[config.mk]
export PLATFORM = sky130hd
export DESIGN_NAME = tile_dispatch_sched
export DESIGN_NICKNAME = d
export VERILOG_FILES = /design/src/rtl/tds_pkg.sv /design/src/rtl/tds_fifo.sv /design/src/rtl/tds_tile_feeder.sv /design/src/rtl/tds_cpl_tracker.sv /design/src/rtl/tile_dispatch_sched.sv
export SDC_FILE = /design/constraint.sdc
export NUM_CORES = 1
export LEC_CHECK = 0
export BUFFER_PORTS_ARGS = -buffer_cell sky130_fd_sc_hd__buf_4
export CORE_ASPECT_RATIO = 1.2
export CORE_UTILIZATION = 23
export DETAILED_ROUTE_END_ITERATION = 10
export GPL_ROUTABILITY_DRIVEN = 0
export RECOVER_POWER = 25
export SLEW_MARGIN = 20
export SYNTH_ARGS = -nofsm -noshare
export SYNTH_HDL_FRONTEND = slang
export SYNTH_SLANG_ARGS = --single-unit
[constraint.sdc]
create_clock -name clk -period 5.3 [get_ports clk]
set_clock_uncertainty 0.2 [all_clocks]
set_input_delay 0.795 -clock clk [delete_from_list [all_inputs] [get_ports clk]]
set_output_delay 0.795 -clock clk [all_outputs]
set_load 0.01 [all_outputs]
[src/rtl/tds_pkg.sv]
package tds_pkg;
  localparam int NUM_ENG = 3;

  typedef enum logic [1:0] {
    SLOT_FREE = 2'd0,
    SLOT_BUSY = 2'd1,
    SLOT_DONE = 2'd2
  } slot_e;

  // Kind bit 2 marks a composite command.
  function automatic logic kind_is_composite(input logic [2:0] kind);
    return kind[2];
  endfunction

  // One-hot engine select for a simple kind; zero for composite kinds.
  function automatic logic [NUM_ENG-1:0] kind_engine(input logic [2:0] kind);
    if (kind[2]) return '0;
    case (kind[1:0])
      2'd0, 2'd1: return 3'b001;
      2'd2:       return 3'b010;
      default:    return 3'b100;
    endcase
  endfunction
endpackage

[src/rtl/tds_fifo.sv]
module tds_fifo #(
  parameter int W     = 8,
  parameter int DEPTH = 4
) (
  input  logic         clk,
  input  logic         rst_n,
  input  logic         push,
  input  logic [W-1:0] push_data,
  input  logic         pop,
  output logic [W-1:0] head,
  output logic         empty,
  output logic         full
);
  localparam int AW = $clog2(DEPTH);

  logic [W-1:0] mem [DEPTH];
  logic [AW:0]  wptr, rptr;

  assign empty = (wptr == rptr);
  assign full  = (wptr[AW] != rptr[AW]) && (wptr[AW-1:0] == rptr[AW-1:0]);
  assign head  = mem[rptr[AW-1:0]];

  always_ff @(posedge clk) begin
    if (!rst_n) begin
      wptr <= '0;
      rptr <= '0;
    end else begin
      if (push) begin
        mem[wptr[AW-1:0]] <= push_data;
        wptr <= wptr + 1'b1;
      end
      if (pop) rptr <= rptr + 1'b1;
    end
  end

  // neither the pending queue nor the record queue is written when full
  p_no_overflow_r6: assert property (@(posedge clk) disable iff (!rst_n)
    push |-> !full);
  p_no_underflow_r6: assert property (@(posedge clk) disable iff (!rst_n)
    pop |-> !empty);
endmodule

[src/rtl/tds_tile_feeder.sv]
module tds_tile_feeder #(
  parameter int ID_W   = 3,
  parameter int TILE_W = 3,
  parameter int DEPTH  = 4
) (
  input  logic              clk,
  input  logic              rst_n,
  input  logic              enq,
  input  logic [ID_W-1:0]   enq_id,
  input  logic [TILE_W-1:0] enq_last,
  output logic              pend_full,
  output logic              tok_valid,
  input  logic              tok_ready,
  output logic [ID_W-1:0]   tok_cmd_id,
  output logic [TILE_W-1:0] tok_tile_id
);
  localparam int PW = ID_W + TILE_W;

  logic [PW-1:0]     pend_head;
  logic              pend_empty, pend_pop;
  logic              busy;
  logic [ID_W-1:0]   cur_id;
  logic [TILE_W-1:0] cur_last, tile;
  logic              tok_fire, tok_last;

  tds_fifo #(.W(PW), .DEPTH(DEPTH)) u_pend (
    .clk(clk), .rst_n(rst_n),
    .push(enq), .push_data({enq_id, enq_last}),
    .pop(pend_pop), .head(pend_head),
    .empty(pend_empty), .full(pend_full)
  );

  assign tok_valid   = busy;
  assign tok_cmd_id  = cur_id;
  assign tok_tile_id = tile;
  assign tok_fire    = tok_valid && tok_ready;
  assign tok_last    = tok_fire && (tile == cur_last);
  // A new command is loaded only once the current one has emitted its last tile.
  assign pend_pop    = !pend_empty && (!busy || tok_last);

  always_ff @(posedge clk) begin
    if (!rst_n) begin
      busy     <= 1'b0;
      cur_id   <= '0;
      cur_last <= '0;
      tile     <= '0;
    end else if (pend_pop) begin
      busy     <= 1'b1;
      cur_id   <= pend_head[PW-1:TILE_W];
      cur_last <= pend_head[TILE_W-1:0];
      tile     <= '0;
    end else if (tok_last) begin
      busy <= 1'b0;
    end else if (tok_fire) begin
      tile <= tile + 1'b1;
    end
  end

  // consecutive tiles of one command step by one
  p_tile_step_r2: assert property (@(posedge clk) disable iff (!rst_n)
    tok_fire && !tok_last |=> tok_valid && tok_tile_id == $past(tok_tile_id) + 1'b1
                               && tok_cmd_id == $past(tok_cmd_id));
  // a command starts at tile 0 after the previous one ends
  p_restart_r3: assert property (@(posedge clk) disable iff (!rst_n)
    tok_last && !pend_empty |=> tok_valid && tok_tile_id == '0);
  // a stalled token holds still
  p_tok_hold_r4: assert property (@(posedge clk) disable iff (!rst_n)
    tok_valid && !tok_ready |=> tok_valid && $stable(tok_tile_id) && $stable(tok_cmd_id));
endmodule

[src/rtl/tds_cpl_tracker.sv]
module tds_cpl_tracker
  import tds_pkg::*;
#(
  parameter int ID_W  = 3,
  parameter int CNT_W = 4
) (
  input  logic             clk,
  input  logic             rst_n,
  input  logic [ID_W-1:0]  query_id,
  output logic             query_free,
  input  logic             alloc_valid,
  input  logic [ID_W-1:0]  alloc_id,
  input  logic [CNT_W-1:0] alloc_total,
  input  logic             done_valid,
  input  logic [ID_W-1:0]  done_id,
  output logic             cpl_valid,
  input  logic             cpl_ready,
  output logic [ID_W-1:0]  cpl_id,
  output logic             err_sticky
);
  localparam int N = 1 << ID_W;

  slot_e            st  [N];
  logic [CNT_W-1:0] tot [N];
  logic [CNT_W-1:0] cnt [N];

  logic done_hit, done_last, done_bad, cpl_pop, cpl_empty, cpl_full;

  function automatic logic reaches_total(input logic [CNT_W-1:0] c,
                                         input logic [CNT_W-1:0] t);
    return (c + CNT_W'(1)) == t;
  endfunction

  assign query_free = (st[query_id] == SLOT_FREE);
  assign done_hit   = done_valid && (st[done_id] == SLOT_BUSY);
  assign done_last  = done_hit && reaches_total(cnt[done_id], tot[done_id]);
  assign done_bad   = done_valid && !done_hit;
  assign cpl_valid  = !cpl_empty;
  assign cpl_pop    = cpl_valid && cpl_ready;

  tds_fifo #(.W(ID_W), .DEPTH(N)) u_cplq (
    .clk(clk), .rst_n(rst_n),
    .push(done_last), .push_data(done_id),
    .pop(cpl_pop), .head(cpl_id),
    .empty(cpl_empty), .full(cpl_full)
  );

  always_ff @(posedge clk) begin
    if (!rst_n) begin
      err_sticky <= 1'b0;
      for (int i = 0; i < N; i++) begin
        st[i]  <= SLOT_FREE;
        tot[i] <= '0;
        cnt[i] <= '0;
      end
    end else begin
      if (done_bad) err_sticky <= 1'b1;
      for (int i = 0; i < N; i++) begin
        if (alloc_valid && alloc_id == ID_W'(i)) begin
          st[i]  <= SLOT_BUSY;
          tot[i] <= alloc_total;
          cnt[i] <= '0;
        end else if (done_hit && done_id == ID_W'(i)) begin
          if (done_last) st[i] <= SLOT_DONE;
          else           cnt[i] <= cnt[i] + 1'b1;
        end else if (cpl_pop && cpl_id == ID_W'(i)) begin
          st[i] <= SLOT_FREE;
        end
      end
    end
  end

  // the last expected done event yields a record next cycle
  p_record_on_last_r5: assert property (@(posedge clk) disable iff (!rst_n)
    done_last |=> cpl_valid);
  // a stray done event raises the error flag
  p_err_set_r7: assert property (@(posedge clk) disable iff (!rst_n)
    done_bad |=> err_sticky);
  p_err_sticky_r7: assert property (@(posedge clk) disable iff (!rst_n)
    err_sticky |=> err_sticky);
  // the record queue holds at most one entry per identifier
  p_cplq_room_r6: assert property (@(posedge clk) disable iff (!rst_n)
    cpl_full |-> !done_last);
endmodule

[src/rtl/tile_dispatch_sched.sv]
module tile_dispatch_sched
  import tds_pkg::*;
#(
  parameter int ID_W       = 3,
  parameter int TILE_W     = 3,
  parameter int PEND_DEPTH = 4
) (
  input  logic                clk,
  input  logic                rst_n,
  input  logic                cmd_valid,
  output logic                cmd_ready,
  input  logic [2:0]          cmd_kind,
  input  logic [ID_W-1:0]     cmd_id,
  input  logic [TILE_W-1:0]   cmd_tiles,
  output logic [NUM_ENG-1:0]  eng_valid,
  input  logic [NUM_ENG-1:0]  eng_ready,
  output logic [ID_W-1:0]     eng_id,
  output logic                eng_dma_wr,
  output logic                tok_valid,
  input  logic                tok_ready,
  output logic [ID_W-1:0]     tok_cmd_id,
  output logic [TILE_W-1:0]   tok_tile_id,
  input  logic                done_valid,
  input  logic [ID_W-1:0]     done_id,
  output logic                cpl_valid,
  input  logic                cpl_ready,
  output logic [ID_W-1:0]     cpl_id,
  output logic                err_sticky
);
  localparam int CNT_W = TILE_W + 1;

  logic               is_comp, id_free, pend_full, accept, comp_enq;
  logic [NUM_ENG-1:0] sel;
  logic [CNT_W-1:0]   total;

  function automatic logic [CNT_W-1:0] sub_total(input logic comp,
                                                 input logic [TILE_W-1:0] field);
    return comp ? (CNT_W'(field) + CNT_W'(1)) : CNT_W'(1);
  endfunction

  assign is_comp    = kind_is_composite(cmd_kind);
  assign sel        = kind_engine(cmd_kind);
  assign total      = sub_total(is_comp, cmd_tiles);
  assign cmd_ready  = id_free && (is_comp ? !pend_full : |(sel & eng_ready));
  assign accept     = cmd_valid && cmd_ready;
  assign comp_enq   = accept && is_comp;
  assign eng_valid  = (cmd_valid && id_free) ? sel : '0;
  assign eng_id     = cmd_id;
  assign eng_dma_wr = (cmd_kind == 3'd1);

  tds_tile_feeder #(.ID_W(ID_W), .TILE_W(TILE_W), .DEPTH(PEND_DEPTH)) u_feed (
    .clk(clk), .rst_n(rst_n),
    .enq(comp_enq), .enq_id(cmd_id), .enq_last(cmd_tiles),
    .pend_full(pend_full),
    .tok_valid(tok_valid), .tok_ready(tok_ready),
    .tok_cmd_id(tok_cmd_id), .tok_tile_id(tok_tile_id)
  );

  tds_cpl_tracker #(.ID_W(ID_W), .CNT_W(CNT_W)) u_track (
    .clk(clk), .rst_n(rst_n),
    .query_id(cmd_id), .query_free(id_free),
    .alloc_valid(accept), .alloc_id(cmd_id), .alloc_total(total),
    .done_valid(done_valid), .done_id(done_id),
    .cpl_valid(cpl_valid), .cpl_ready(cpl_ready), .cpl_id(cpl_id),
    .err_sticky(err_sticky)
  );

  // at most one engine port is raised
  p_onehot_dispatch_r1: assert property (@(posedge clk) disable iff (!rst_n)
    $onehot0(eng_valid));
  // composite commands never reach an engine port
  p_comp_no_engine_r1: assert property (@(posedge clk) disable iff (!rst_n)
    cmd_valid && is_comp |-> eng_valid == '0);
  // a stalled first stage does not block simple intake
  p_intake_indep_r4: assert property (@(posedge clk) disable iff (!rst_n)
    cmd_valid && !is_comp && id_free && (|(sel & eng_ready)) && tok_valid && !tok_ready
      |-> cmd_ready);
  // an identifier in flight is held off
  p_busy_hold_r9: assert property (@(posedge clk) disable iff (!rst_n)
    cmd_valid && !id_free |-> !cmd_ready && eng_valid == '0);
endmodule

==> results of run 1 <==
==> metrics by stage <==
| stage | area (sq um) | setup WS, ns |
|---|---|---|
| after floorplan | 7760 | 1.23 |
| after global routing | 8930 | 0.811 |
| after CTS | 9010 | 1.10 |
| final | 8930 | 1.03 |
| after detailed placement | 8410 | 0.681 |
| after global placement | 8410 | 0.719 |
==> sequential cells by signal (all words and copies together), names as in the netlist, named ones only <==
signal               flops
u_feed.u_pend.wptr       3
u_feed.u_pend.rptr       3
u_feed.cur_last          3
u_track.cnt             32
u_feed.u_pend.mem       24
u_track.u_cplq.rptr      4
u_track.tot             32
u_feed.tok_cmd_id        3
u_track.st              16
u_feed.tok_tile_id       3
u_track.u_cplq.mem      24
u_track.err_sticky       1
u_feed.tok_valid         1
u_track.u_cplq.wptr      4
==> metal layers <==
layer | up-vias | track usage [%]
met5 | - | 0
met4 | 0 | 4.92
met3 | 31 | 2.60
met2 | 132 | 19.3
met1 | 2499 | 12.8
li1 | 2361 | -
==> synthesized netlist by cell type, types with 6 or more instances <==
cell and number:
a21oi_1 8, edfxtp_1 128, o211ai_1 7, nor2_1 71, nor2b_1 8, nand3_1 26, nor3_1 20, nor4_1 26
clkbuf_1 20, buf_6 6, nand2_1 36, buf_4 7, o21ai_0 7, xor2_1 22, o2111ai_1 6, xnor2_1 23
buf_2 8, or3_1 7, ha_1 18, mux2i_1 21, dfxtp_1 28, mux4_2 25, inv_1 19, mux2_2 6
==> power by group <==
group          internal, W  total, W  switching, W
registers          0.00138   0.00144     0.0000556
clock network     0.000741   0.00123      0.000493
logic             0.000161  0.000358      0.000196
total              0.00228   0.00303      0.000745
==> cells by family (layout without fill, tap and decap cells) <==
family          count (synthesis)  in the layout  share of synthesized area [%]
buf+inv                        67             96                           4.29
simple gates                  234            234                           15.6
xor+xnor                       45             45                           5.08
compound gates                 50             50                           4.56
mux                            52             52                           10.8
fa+ha+maj                      18             18                           2.90
flops                         156            156                           56.7
==> layout make-up <==
type / count / area, sq um
inverters: 21 / 78.8
multi-input cells: 399 / 3030
fillers: 3414 / 24200
well taps: 450 / 563
clock buffers: 18 / 429
flip-flops and latches: 156 / 4400
repair buffers: 43 / 260
clock inverters: 14 / 169
==> how the worst min path moves through the flow <==
stage	endpoint	slack, ns	cells after the start
finish	u_feed.tok_cmd_id[1]$_SDFFE_PN0P_	0.30	2
global route	u_track.u_cplq.rptr[3]$_SDFFE_PN0P_	0.33	2
CTS	u_feed.tok_cmd_id[1]$_SDFFE_PN0P_	0.31	2
floorplan	u_track.u_cplq.wptr[3]$_SDFFE_PN0N_	0.27	2
detailed placement	u_track.err_sticky$_SDFFE_PN0P_	0.29	2
global placement	u_track.err_sticky$_SDFFE_PN0P_	0.27	2
==> critical path, delay by kind of cell <==
kind / cells / cell delay, ns
buffers and inverters: 2 / 0.85
AO/OA/AOI/OAI: 4 / 0.85
adder cells (fa/ha/maj): 1 / 0.21
AND/OR/NAND/NOR: 4 / 1.42
==> results_dict.tcl, run 1 <==
set metrics [dict create \
    ir_worst_vdd_uv 236 \
    worst_path_max_delay_cell "clkbuf_1" \
    startpoint_type "primary input" \
    diodes 0 \
    period_share_pct 80.6 \
    wl_met3_microns 890 \
    synth_nets 661 \
    h-tree-depth 4 \
    dr.pass1.iters 6 \
    avgViaCountPerCell 4.56 \
    final_cell_mix "edfxtp_1, nor2_1, nand2_1" \
    met1_length_microns 7460 \
    crit_fanout 25 \
    drive_gt1_share_pct 14.9 \
    wl_met2_microns 9410 \
    syn_area_sq_um 7760 \
    power_density_nw_per_um2 339 \
    synth_seq_area_share_pct 56.7 \
    clockBufferDepth 2 \
    r2r_slack_ns 1.43 \
    drv_cap 1 \
    min_period_ns 4.27 \
    yosysWarnings 0 \
    r2r_cells 9 \
    grt_setup_unrepaired "false" \
    end_kind "flip-flop" \
    hold_path_startpoint "u_feed.tok_cmd_id[1]$_SDFFE_PN0P_" \
    topRoutingLayerUsed "met4" \
    grt_max_degree 58 \
    start_util_pct 23.4 \
    final_cell_count_no_fill 1101 \
    tns_ns 0 \
    whs_ns 0.299 \
    worstSetupEndpoint "u_track.u_cplq.mem[6][0]$_DFFE_PP_" \
    die-area_sq_um 34500 \
    grt.total_usage_pct 11.1 \
    postCtsResizedCells 0 \
    cts_hold_buf 0 \
    arrival_ns 4.14 \
    die_y_microns 203 \
    cts_tree "done" \
    core_sq_um 33200 \
    synth-edff-count 128 \
    worst_pin_slew_ns 2.05 \
    critPathMostFrequentCell "o31a_1" \
    vias 5023 \
    pin_count 41 \
    holdCritPathClass "flip-flop to flip-flop" \
    yosysTopAreaCell "edfxtp_1" \
    timing.rr.end "u_track.u_cplq.mem[6][0]$_DFFE_PP_" \
    synth.area.top_cells "edfxtp_1, mux4_2, dfxtp_1, nor2_1, ha_1" \
    clk_pin_slew_ns 0.06 \
    crit_type "primary input to flip-flop" \
    area_growth_pct 15.1 \
    first_global_vias 5097 \
    dpl.cell_count 1069 \
    synth-seq-cells 156 \
    final_common_cell "edfxtp_1" \
    numCtsBuffers 17 \
    slew_viol_final 38 \
    violations "capacitance limit, slew limit" \
    synth.distinct_cells 57 \
    drcViolationCount 0 \
    p_total_w 0.00303 \
    post_cts_buffers 0 \
    port_buffers 40 \
    worstSkewPairLatency_ns 0.43 \
    root_buffer "clkbuf_16" \
    worstReg2RegStart "u_track.cnt[7][0]$_SDFFCE_PN0P_" \
    synthFlopType "edfxtp_1" \
    dpl.hpwl_microns 12800 \
    antenna_found_initial 0 \
    ant_nets 0 \
    max_stage_delay_ns 0.62 \
    post_drt_wl_per_cell_microns 16.6 \
    grt.overflow.total 0 \
    crit_chain "buf_4 -> clkbuf_1 -> nand2_1 -> o22ai_1 -> a21oi_1 -> ha_1 -> o31a_1 -> or3_1 -> o31a_1 -> nand2b_4 -> nor4_1" \
    grt_pass1_wl_microns 28800 \
    fmax_ghz 0.234 \
    routed_wl_microns 18200 \
    p_leak_nw 2.99 \
    die_w_microns 170 \
    synth_top_area_share_pct 49.5 \
    final_core_util_pct 26.9 \
    avgSynthCellArea_sq_um 12.5 \
    critPathRequiredTime_ns 5.16 \
    crit_start "done_id[0]" \
    async_flop_share_pct 0 \
    synthCells 622 \
    report.final.setup_viol 0 \
    rows 73 \
    hold_viol 0 \
    fin_nets 677 \
    drt-initial-drc-count 408 \
    outcome "complete, but fails checks" \
    cts.sinks 156 \
    relSlewSlack_pct -36.8 \
]
Power figures use the tool's default switching activity.
==> run 2: changes to the inputs <==
- clock period: 5.3 -> 3.8 ns (I/O delays scaled with it)
==> run 2 against run 1 <==
Effect of this change: critical endpoint is now u_track.cnt[2][1]$_SDFFCE_PN0P_; utilization up 0.94 points; sequential power grew 37%; the flow still finishes with violations (capacitance limit, slew limit); critical path depth up 1; total power grew 42%.
==> results_dict.tcl, run 2 (synthesized netlist as in run 1, its figures left out) <==
set metrics [dict create \
    grt.overflow.total 0 \
    worstSkewPairLatency_ns 0.44 \
    vias 5127 \
    ant_nets 0 \
    grt.total_usage_pct 11.2 \
    holdCritPathClass "primary input to flip-flop" \
    min_period_ns 3.60 \
    final_cell_mix "edfxtp_1, nor2_1, buf_4" \
    report.final.setup_viol 0 \
    grt_setup_unrepaired "false" \
    dr.pass1.iters 4 \
    antenna_found_initial 0 \
    slew_viol_final 37 \
    grt_max_degree 58 \
    avgViaCountPerCell 4.48 \
    rows 73 \
    drive_gt1_share_pct 20.0 \
    crit_type "flip-flop to flip-flop" \
    clk_pin_slew_ns 0.07 \
    h-tree-depth 4 \
    worst_path_max_delay_cell "mux4_2" \
    numCtsBuffers 17 \
    r2r_cells 12 \
    final_common_cell "edfxtp_1" \
    top_regs "u_track.cnt x32, u_track.tot x32" \
    outcome "complete, but fails checks" \
    cts.sinks 156 \
    r2r_slack_ns 0.20 \
    cts_tree "done" \
    fmax_ghz 0.278 \
    first_global_vias 5273 \
    worst_pin_slew_ns 1.89 \
    drcViolationCount 0 \
    fin_nets 721 \
    post_drt_wl_per_cell_microns 16.2 \
    ir_worst_vdd_uv 285 \
    end_kind "flip-flop" \
    fin_ws_ns 0.198 \
    die-area_sq_um 34500 \
    max_stage_delay_ns 0.48 \
    power_density_nw_per_um2 464 \
    start_util_pct 23.4 \
    die_y_microns 203 \
    arrival_ns 3.42 \
    grt_pass1_wl_microns 29300 \
    p_leak_nw 3.19 \
    crit_chain "mux4_2 -> or2_1 -> nand2_1 -> a21oi_1 -> ha_1 -> o31a_1 -> or3_1 -> o31a_1 -> buf_4 -> nor2b_2 -> buf_4 -> o211ai_1" \
    clockBufferDepth 2 \
    period_share_pct 94.8 \
    critPathRequiredTime_ns 3.62 \
    dpl.hpwl_microns 13500 \
    place_ws_ns -0.0262 \
    pin_count 41 \
    drv_cap 1 \
    violations "capacitance limit, slew limit" \
    worstReg2RegStart "u_track.cnt[3][1]$_SDFFCE_PN0P_" \
    crit_fanout 5 \
    p_total_w 0.00429 \
    drt-initial-drc-count 371 \
    core_sq_um 33200 \
    startpoint_type "flip-flop" \
    tns_ns 0 \
    routed_wl_microns 18500 \
    relSlewSlack_pct -26.3 \
    root_buffer "clkbuf_16" \
    crit_start "u_track.cnt[3][1]$_SDFFCE_PN0P_" \
    die_w_microns 170 \
    area_growth_pct 19.1 \
    worstSetupEndpoint "u_track.cnt[2][1]$_SDFFCE_PN0P_" \
    diodes 0 \
    timing.rr.end "u_track.cnt[2][1]$_SDFFCE_PN0P_" \
    hold_viol 0 \
    port_buffers 40 \
]
-- run 2: cell type report --
cell class | count | area (sq um)
inverter | 21 | 78.8
clock inverter | 15 | 174
sequential | 156 | 4400
fill | 3409 | 23900
tap | 450 | 563
multi-input combinational | 399 | 3030
timing repair buffer | 87 | 572
clock buffer | 17 | 425
-- run 2: per-stage QoR --
step	cells	cell area (sq um)	utilization, %	hold WS (ns)
after global routing	1145	9250	27.9	0.227
after CTS	1145	9340	28.2	0.158
final	1145	9250	27.9	0.231
after detailed placement	1113	8740	26.4	0.278
after floorplan	622	7760	-	0.270
after global placement	1113	8740	26.4	0.265
-- run 2: worst max-delay path: cells and delay by family, from the launching register on --
family	cells	cell delay, ns
flip-flops	1	0.47
AND/OR/NAND/NOR	4	0.79
buffers and inverters	2	0.31
multiplexers	1	0.48
AO/OA/AOI/OAI	4	0.72
adder cells (fa/ha/maj)	1	0.21
-- run 2: where the power goes --
part           internal, W  switching (W)
clock             0.000993       0.000760
sequential         0.00193      0.0000502
combinational     0.000252       0.000307
total              0.00317        0.00112
-- run 2: timing repair --
action / in CTS / in global routing
hold buffers: 0 / 0
setup buffers: 0 / 0
gates resized for setup: 0 / 2
endpoints found under the setup margin: 0 / 8
-- run 2: routing by layer --
metal,share of wire (%),vias up,wire [microns],global-route usage [%]
met1,42,2533,7810,13.2
li1,-,2456,-,-
met4,2.3,0,423,4.86
met5,0,-,0,0
met3,3.8,26,709,2.27
met2,52,112,9590,19.6
-- run 2: worst min path at each step --
stage / from / end / slack [ns] / cells after the start
final: done_valid / u_track.err_sticky$_SDFFE_PN0P_ / 0.23 / 3
after floorplan: u_track.u_cplq.wptr[3]$_SDFFE_PN0N_ / u_track.u_cplq.wptr[3]$_SDFFE_PN0N_ / 0.27 / 2
after detailed placement: u_track.err_sticky$_SDFFE_PN0P_ / u_track.err_sticky$_SDFFE_PN0P_ / 0.28 / 2
after global routing: done_id[0] / u_track.u_cplq.mem[6][0]$_DFFE_PP_ / 0.23 / 1
after global placement: u_track.err_sticky$_SDFFE_PN0P_ / u_track.err_sticky$_SDFFE_PN0P_ / 0.27 / 2
after CTS: cmd_tiles[1] / u_feed.u_pend.mem[2][1]$_DFFE_PP_ / 0.16 / 1
